## config.mk

```make
export PLATFORM = sky130hd
export DESIGN_NAME = xpose_unit
export DESIGN_NICKNAME = d
export VERILOG_FILES = /design/src/rtl/xpose_pkg.sv /design/src/rtl/xpose_ctrl.sv /design/src/rtl/xpose_dp.sv /design/src/rtl/xpose_unit.sv
export SDC_FILE = /design/constraint.sdc
export NUM_CORES = 1
export LEC_CHECK = 0
export BUFFER_PORTS_ARGS = -buffer_cell sky130_fd_sc_hd__buf_2
export CORE_AREA = 2 2 400 402
export CTS_CLUSTER_DIAMETER = 30
export DETAILED_ROUTE_END_ITERATION = 8
export DIE_AREA = 0 0 402 404
export PLACE_DENSITY = 0.46
export SLEW_MARGIN = 20
export SYNTH_ARGS = -nofsm -noshare
export SYNTH_HDL_FRONTEND = slang
export SYNTH_SLANG_ARGS = --single-unit
```

## constraint.sdc

```tcl
create_clock -name clk -period 24.8 [get_ports clk]
set_input_delay 4.96 -clock clk [delete_from_list [all_inputs] [get_ports clk]]
set_output_delay 4.96 -clock clk [all_outputs]
set_load 0.01 [all_outputs]
```

## src/rtl/xpose_pkg.sv

```systemverilog
package xpose_pkg;
  localparam int TILE_ROWS = 4;
  localparam int OP_W = 3;

  typedef enum logic [1:0] {
    OP_TRANSPOSE = 2'd0,
    OP_EVEN      = 2'd1,
    OP_ODD       = 2'd2,
    OP_NONE      = 2'd3
  } opKind_e;

  typedef struct packed {
    logic load;
    logic doTranspose;
    logic doInterleave;
    logic pickOdd;
    logic wide;
  } ctlStrobe_t;
endpackage

```

## src/rtl/xpose_ctrl.sv

```systemverilog
module xpose_ctrl
  import xpose_pkg::*;
(
  input  logic            clk,
  input  logic            rstN,
  input  logic            inValid,
  input  logic [OP_W-1:0] opcode,
  output ctlStrobe_t      ctl,
  output logic            outValid
);
  opKind_e kind;

  always_comb begin
    kind             = opKind_e'(opcode[1:0]);
    ctl.load         = inValid;
    ctl.doTranspose  = (kind == OP_TRANSPOSE);
    ctl.doInterleave = (kind == OP_EVEN) || (kind == OP_ODD);
    ctl.pickOdd      = (kind == OP_ODD);
    ctl.wide         = opcode[2] && ctl.doInterleave;
  end

  always_ff @(posedge clk) begin
    if (!rstN) outValid <= 1'b0;
    else       outValid <= inValid;
  end


  valid_follow_chk: assert property (@(posedge clk) disable iff (!rstN)
    inValid |=> outValid);

  valid_drop_chk: assert property (@(posedge clk) disable iff (!rstN)
    !inValid |=> !outValid);
endmodule

```

## src/rtl/xpose_dp.sv

```systemverilog
module xpose_dp
  import xpose_pkg::*;
#(
  parameter int LANE_W = 16,
  parameter int LANES  = 8
) (
  input  logic                    clk,
  input  logic                    rstN,
  input  ctlStrobe_t              ctl,
  input  logic [LANE_W*LANES-1:0] inRow  [TILE_ROWS],
  output logic [LANE_W*LANES-1:0] outRow [TILE_ROWS]
);
  localparam int ROW_W  = LANE_W * LANES;
  localparam int PAIRS  = TILE_ROWS / 2;
  localparam int WIDE_W = 2 * LANE_W;
  localparam int WIDE_N = LANES / 2;

  logic [ROW_W-1:0] tpRow     [TILE_ROWS];
  logic [ROW_W-1:0] narrowRow [PAIRS];
  logic [ROW_W-1:0] wideRow   [PAIRS];
  logic [ROW_W-1:0] nextRow   [TILE_ROWS];
  logic [ROW_W-1:0] rowQ      [TILE_ROWS];

  // Transpose: each half of the tile is a square of TILE_ROWS lanes
  for (genvar n = 0; n < TILE_ROWS; n++) begin : g_tpRow
    for (genvar i = 0; i < LANES; i++) begin : g_tpLane
      assign tpRow[n][i*LANE_W +: LANE_W] =
        inRow[i % TILE_ROWS][((i / TILE_ROWS) * TILE_ROWS + n) * LANE_W +: LANE_W];
    end
  end

  // Merges: pair p combines source rows 2p and 2p+1
  for (genvar p = 0; p < PAIRS; p++) begin : g_pair
    for (genvar k = 0; k < LANES; k++) begin : g_narrow
      assign narrowRow[p][k*LANE_W +: LANE_W] = ctl.pickOdd ?
        inRow[2*p + k%2][((k/2)*2 + 1) * LANE_W +: LANE_W] :
        inRow[2*p + k%2][((k/2)*2) * LANE_W +: LANE_W];
    end
    for (genvar w = 0; w < WIDE_N; w++) begin : g_wide
      assign wideRow[p][w*WIDE_W +: WIDE_W] = ctl.pickOdd ?
        inRow[2*p + w%2][((w/2)*2 + 1) * WIDE_W +: WIDE_W] :
        inRow[2*p + w%2][((w/2)*2) * WIDE_W +: WIDE_W];
    end
  end

  always_comb begin
    for (int r = 0; r < TILE_ROWS; r++) nextRow[r] = '0;
    if (ctl.doTranspose) begin
      for (int r = 0; r < TILE_ROWS; r++) nextRow[r] = tpRow[r];
    end else if (ctl.doInterleave) begin
      for (int r = 0; r < PAIRS; r++) nextRow[r] = ctl.wide ? wideRow[r] : narrowRow[r];
    end
  end

  always_ff @(posedge clk) begin
    if (!rstN) begin
      for (int r = 0; r < TILE_ROWS; r++) rowQ[r] <= '0;
    end else if (ctl.load) begin
      for (int r = 0; r < TILE_ROWS; r++) rowQ[r] <= nextRow[r];
    end
  end

  for (genvar r = 0; r < TILE_ROWS; r++) begin : g_out
    assign outRow[r] = rowQ[r];
  end


  tp_corner_chk: assert property (@(posedge clk) disable iff (!rstN)
    (ctl.load && ctl.doTranspose) |=>
      (rowQ[1][LANE_W-1:0] == $past(inRow[0][2*LANE_W-1:LANE_W])) &&
      (rowQ[0][2*LANE_W-1:LANE_W] == $past(inRow[1][LANE_W-1:0])));

  even_lane_chk: assert property (@(posedge clk) disable iff (!rstN)
    (ctl.load && ctl.doInterleave && !ctl.pickOdd && !ctl.wide) |=>
      (rowQ[0][2*LANE_W-1:LANE_W] == $past(inRow[1][LANE_W-1:0])));

  upper_zero_chk: assert property (@(posedge clk) disable iff (!rstN)
    (ctl.load && ctl.doInterleave) |=> (rowQ[2] == '0) && (rowQ[3] == '0));

  unknown_op_chk: assert property (@(posedge clk) disable iff (!rstN)
    (ctl.load && !ctl.doTranspose && !ctl.doInterleave) |=>
      (rowQ[0] == '0) && (rowQ[1] == '0) && (rowQ[2] == '0) && (rowQ[3] == '0));

  hold_chk: assert property (@(posedge clk) disable iff (!rstN)
    !ctl.load |=> $stable(rowQ[0]) && $stable(rowQ[1]) && $stable(rowQ[2]) && $stable(rowQ[3]));
endmodule

```

## src/rtl/xpose_unit.sv

```systemverilog
module xpose_unit
  import xpose_pkg::*;
#(
  parameter int LANE_W = 16,
  parameter int LANES  = 8
) (
  input  logic                    clk,
  input  logic                    rstN,
  input  logic                    inValid,
  input  logic [OP_W-1:0]         opcode,
  input  logic [LANE_W*LANES-1:0] inRow0,
  input  logic [LANE_W*LANES-1:0] inRow1,
  input  logic [LANE_W*LANES-1:0] inRow2,
  input  logic [LANE_W*LANES-1:0] inRow3,
  output logic                    outValid,
  output logic [LANE_W*LANES-1:0] outRow0,
  output logic [LANE_W*LANES-1:0] outRow1,
  output logic [LANE_W*LANES-1:0] outRow2,
  output logic [LANE_W*LANES-1:0] outRow3
);
  localparam int ROW_W = LANE_W * LANES;

  ctlStrobe_t       ctl;
  logic [ROW_W-1:0] srcRows [TILE_ROWS];
  logic [ROW_W-1:0] resRows [TILE_ROWS];

  assign srcRows[0] = inRow0;
  assign srcRows[1] = inRow1;
  assign srcRows[2] = inRow2;
  assign srcRows[3] = inRow3;

  xpose_ctrl ctrl_i (
    .clk(clk), .rstN(rstN), .inValid(inValid), .opcode(opcode),
    .ctl(ctl), .outValid(outValid)
  );

  xpose_dp #(.LANE_W(LANE_W), .LANES(LANES)) dp_i (
    .clk(clk), .rstN(rstN), .ctl(ctl), .inRow(srcRows), .outRow(resRows)
  );

  assign outRow0 = resRows[0];
  assign outRow1 = resRows[1];
  assign outRow2 = resRows[2];
  assign outRow3 = resRows[3];
endmodule

```

# Yosys cells after proc, flatten, opt, wreduce, memory -nomap -nowiden
# Memory sizes are Yosys's and may differ from the RTL's.
# Index checks and enable logic that the tools add are counted.
op_classes:
  reduce_logical: 3
  bitwise: 4
  n_eq_ne: 2
  muxes: 37
ops:
  columns: ["cell", "n"]
  rows:
  - ["$mux W128", 6]
  - ["$mux W256", 3]
  - ["$mux W16", 16]
  - ["$mux W32", 8]
  - ["$mux W1", 4]
  - ["$or A1 B1 Y1", 4]
  - ["$eq A2 B1 Y1 const B", 1]
  - ["$eq A2 B2 Y1 const B", 1]
  - ["$logic_not A2 Y1", 1]
  - ["$logic_and A1 B1 Y1", 1]
  - ["$logic_or A1 B1 Y1", 1]
totals:
  input_bits: 518
  regBits: 1
  memories: 1
  out_inout_bits: 513
  ram_bits: 512
  elab_cells: 48
mem_list:
  columns: ["memory", "words", "width", "read_ports", "rd_ports_with_merged_regs", "write_ports", "line_no", "text"]
  rows:
  - ["dp_i.rowQ", 4, 128, 4, 0, 4, "xpose_dp.sv:22", "logic [ROW_W-1:0] rowQ [TILE_ROWS];"]

# Depth between registers and ports, before layout
logic_depth:
  depth_word: 7
  mapped_depth: 9
  ltp_nobuf: 5

# Modules after synthesis
# A second synthesis with hierarchy kept.
unflattened:
  hier_cells: 1707
  hier_area_um2: 25474.4
by_module_without_submodules:
  columns: ["mod", "seq_area_each_um2", "cells_each", "area_each_um2", "instances"]
  rows:
  - ["xpose_dp", 15374.7, 1699, 25401.9, 1]
  - ["xpose_ctrl", 20.0, 8, 72.6, 1]

# Worst setup path after synthesis
# No wires, ideal clock.
synth_timing:
  path_type: "input to register"
  start: "input port inValid"
  end: "memory dp_i.rowQ[0][0] in the netlist's numbering, enable pin"
  t_required_ns: 23.827
  path_slack_ns: 6.668
  n_path_buf: 0
  t_arrival_ns: 17.159
  stages: 1
  setup_time_ns: 0.973
  cell_sequence: "nand2b_1"
synth_rtl:
  columns: ["element", "line_no", "text"]
  rows:
  - ["start: declaration", "xpose_unit.sv:9", "input logic inValid,"]
  - ["end: declaration", "xpose_dp.sv:22", null]

==> results.sh <==
export IMPL_critical_path_startpoint_type="primary input"
export IMPL_path_max_fanout=81
export IMPL_synth_top_area_frac=0.557
export IMPL_dpl_cell_area_um2=34600
export IMPL_tightest_slew_ps=1210
export IMPL_ys_seq_area_frac=0.558
export IMPL_dp_hpwl_um=139000
export IMPL_post_cts_buffers=0
export IMPL_tns_ps=0
export IMPL_drt_iter0_drc=1671
export IMPL_cp_end_kind="flop"
export IMPL_wire_per_inst_um=32.4
export IMPL_die_height_um=404
export IMPL_post_route_util=0.257
export IMPL_gp_congestion=0.899
export IMPL_p_per_area_nw_per_um2=92.1
export IMPL_antenna_found_initial=112
export IMPL_yosys_warnings=0
export IMPL_critPathBufInv=5
export IMPL_clk_pin_slew_ps=40
export IMPL_cts_tree="yes"
export IMPL_route_detailed_drc=0
export IMPL_slew_viol_final=0
export IMPL_total_power_mw=3.74
export IMPL_core_rowCount=146
export IMPL_grt_pass1_vias=25200
export IMPL_cp_top_family="buffers and inverters"
export IMPL_h_tree_depth=4
export IMPL_postRouteAntennaNets=0
export IMPL_hold_viol_final=0
export IMPL_first_pass_iters=5
export IMPL_power_leakage_nw=17.4
export IMPL_wl_um=178000
export IMPL_synth_nets=2742
export IMPL_core_area_um2=158000
export IMPL_finalCriticalPeriod_ps=8670
export IMPL_ir_worst_vdd_v=0.0000591
export IMPL_grt_max_degree=163
export IMPL_worstSetupPathType="in -> reg"
export IMPL_cpMostUsedCell="buf_4"
export IMPL_synth_cells=2221
export IMPL_synth_seq_cells=513
export IMPL_hold_class="in -> reg"
export IMPL_rsz0062_at_grt="false"
export IMPL_final_cell_area_um2=40600
export IMPL_fin_crit_sh=0.349
export IMPL_drive_gt1_frac=0.391
export IMPL_start_util=0.175
export IMPL_yosysTopAreaCell="edfxtp_1"
export IMPL_netlist_cell_type_count=27
export IMPL_cts_buffers=174
export IMPL_hold_buffers=0
export IMPL_cts_num_sinks=513
export IMPL_crit_arrival_ps=9300
export IMPL_route_vias_total=24600
export IMPL_grt_overflow=0
export IMPL_worstPathRequired_ps=25430
export IMPL_die_w_um=402
export IMPL_synthesis_area_um2=27600
export IMPL_post_drt_via_cell_ratio=4.48
export IMPL_relSlewSlack=0.191
export IMPL_max_freq_mhz=115
export IMPL_grt_use_total=0.212
export IMPL_port_buffers=1030
export IMPL_crit_chain="buf_2, inv_1, ha_1, and3_4, buf_4, buf_4, buf_4, a32o_1"
export IMPL_status="completed"
export IMPL_num_nets_final=3786
export IMPL_maxCapViolCount=0
export IMPL_synth_area_leaders="edfxtp_1 (56%), mux2i_1 (17%), a32o_1 (8.8%)"
export IMPL_dp_slack_ps=15380
export IMPL_syn_to_final_growth_pct=47.2
export IMPL_grt_pass1_wl_um=231000
export IMPL_post_cts_resize_count=0
export IMPL_cts_buffer_depth=3
export IMPL_setup_viol=0
export IMPL_post_route_worst_setup_slack_ps=16130
export IMPL_slowest_delay_ps=810
export IMPL_io_pins=1031
export IMPL_root_buffer="clkbuf_16"
export IMPL_slowest_stage="buf_4"
export IMPL_syn_area_per_cell_um2=12.4
export IMPL_die_area_um2=162000
==> kinds of logic after synthesis <==
group,count (synthesis),share of synthesized area
AO/OA/AOI/OAI,265,0.0937
AND/OR/NAND/NOR,753,0.127
buffers and inverters,197,0.0379
adder cells (fa/ha/maj),3,0.00136
flip-flops,513,0.558
multiplexers,490,0.182
==> cell type report <==
class	instances	area, µm²
clock buffers	205	4510
repair buffers	1062	5420
fillers	16900	117000
inverters	3	11.3
flip-flops and latches	513	15400
clock inverters	110	1410
well taps	2072	2590
multi-input cells	1511	11200
diodes	24	60.1
==> placed cells by master, fill, tap and decap left out, types with 9 or more instances in the layout <==
master     synthesis  final
a22o_1             9      9
a32o_1           242    242
and2_1           256    256
buf_2             93   1030
buf_4              2     30
bufinv_16          0     31
clkbuf_1          71     29
clkbuf_16          0    176
clkinv_1           0     37
clkinv_2           0     27
diode_2            0     24
edfxtp_1         512    512
mux2i_1          476    476
mux4_2             9      9
nand2_1          482    482
==> report_power, final <==
| part | internal, mW | switching, mW | total, mW | leakage [nW] |
|---|---|---|---|---|
| Sequential | 1.03 | 0.0211 | 1.05 | 5.55 |
| Combinational | 0.149 | 0.298 | 0.447 | 8.93 |
| Clock | 1.59 | 0.648 | 2.24 | 2.88 |
==> layer usage <==
layer,GRT usage,routed length (µm),vias to the layer above,part of all wire
li1,-,-,10600,-
met2,0.399,95700,1170,0.54
met1,0.198,57100,12400,0.32
met5,0,720,-,0.0040
met3,0.0887,16700,397,0.093
met4,0.0933,8170,114,0.046
==> sequential cells by signal, summed over array words and instances (netlist names) <==
signal / flops
dp_i.rowQ: 512
ctrl_i.outValid: 1
==> per-stage QoR <==
stage	cells	hold slack [ps]
floorplan	2221	5150
global placement	5161	5270
detailed placement	5161	5280
CTS	5476	4400
global route	5480	4440
finish	5500	4480
==> cell usage after synthesis, drive strengths merged <==
library cell and number:
edfxtp 512, nand2 483, mux2i 476, and2 257, a32o 242, buf 123, clkbuf 71, a22o 9
mux4 9, a21oi 5, and3 5, mux2 5, nand2b 5, o21ai 5, a211o 4, ha 3
inv 3, and3b 1, dfxtp 1, nor2b 1, nor3b 1
==> path summary, 6_finish.rpt <==
kind,from,slack (ps),endpoint,cells past startpoint
setup / recovery,opcode[0],16130,dp_i.rowQ[1][26],8
hold / removal,inRow3[63],4480,dp_i.rowQ[3][63],2
Power figures use the tool's default switching activity.
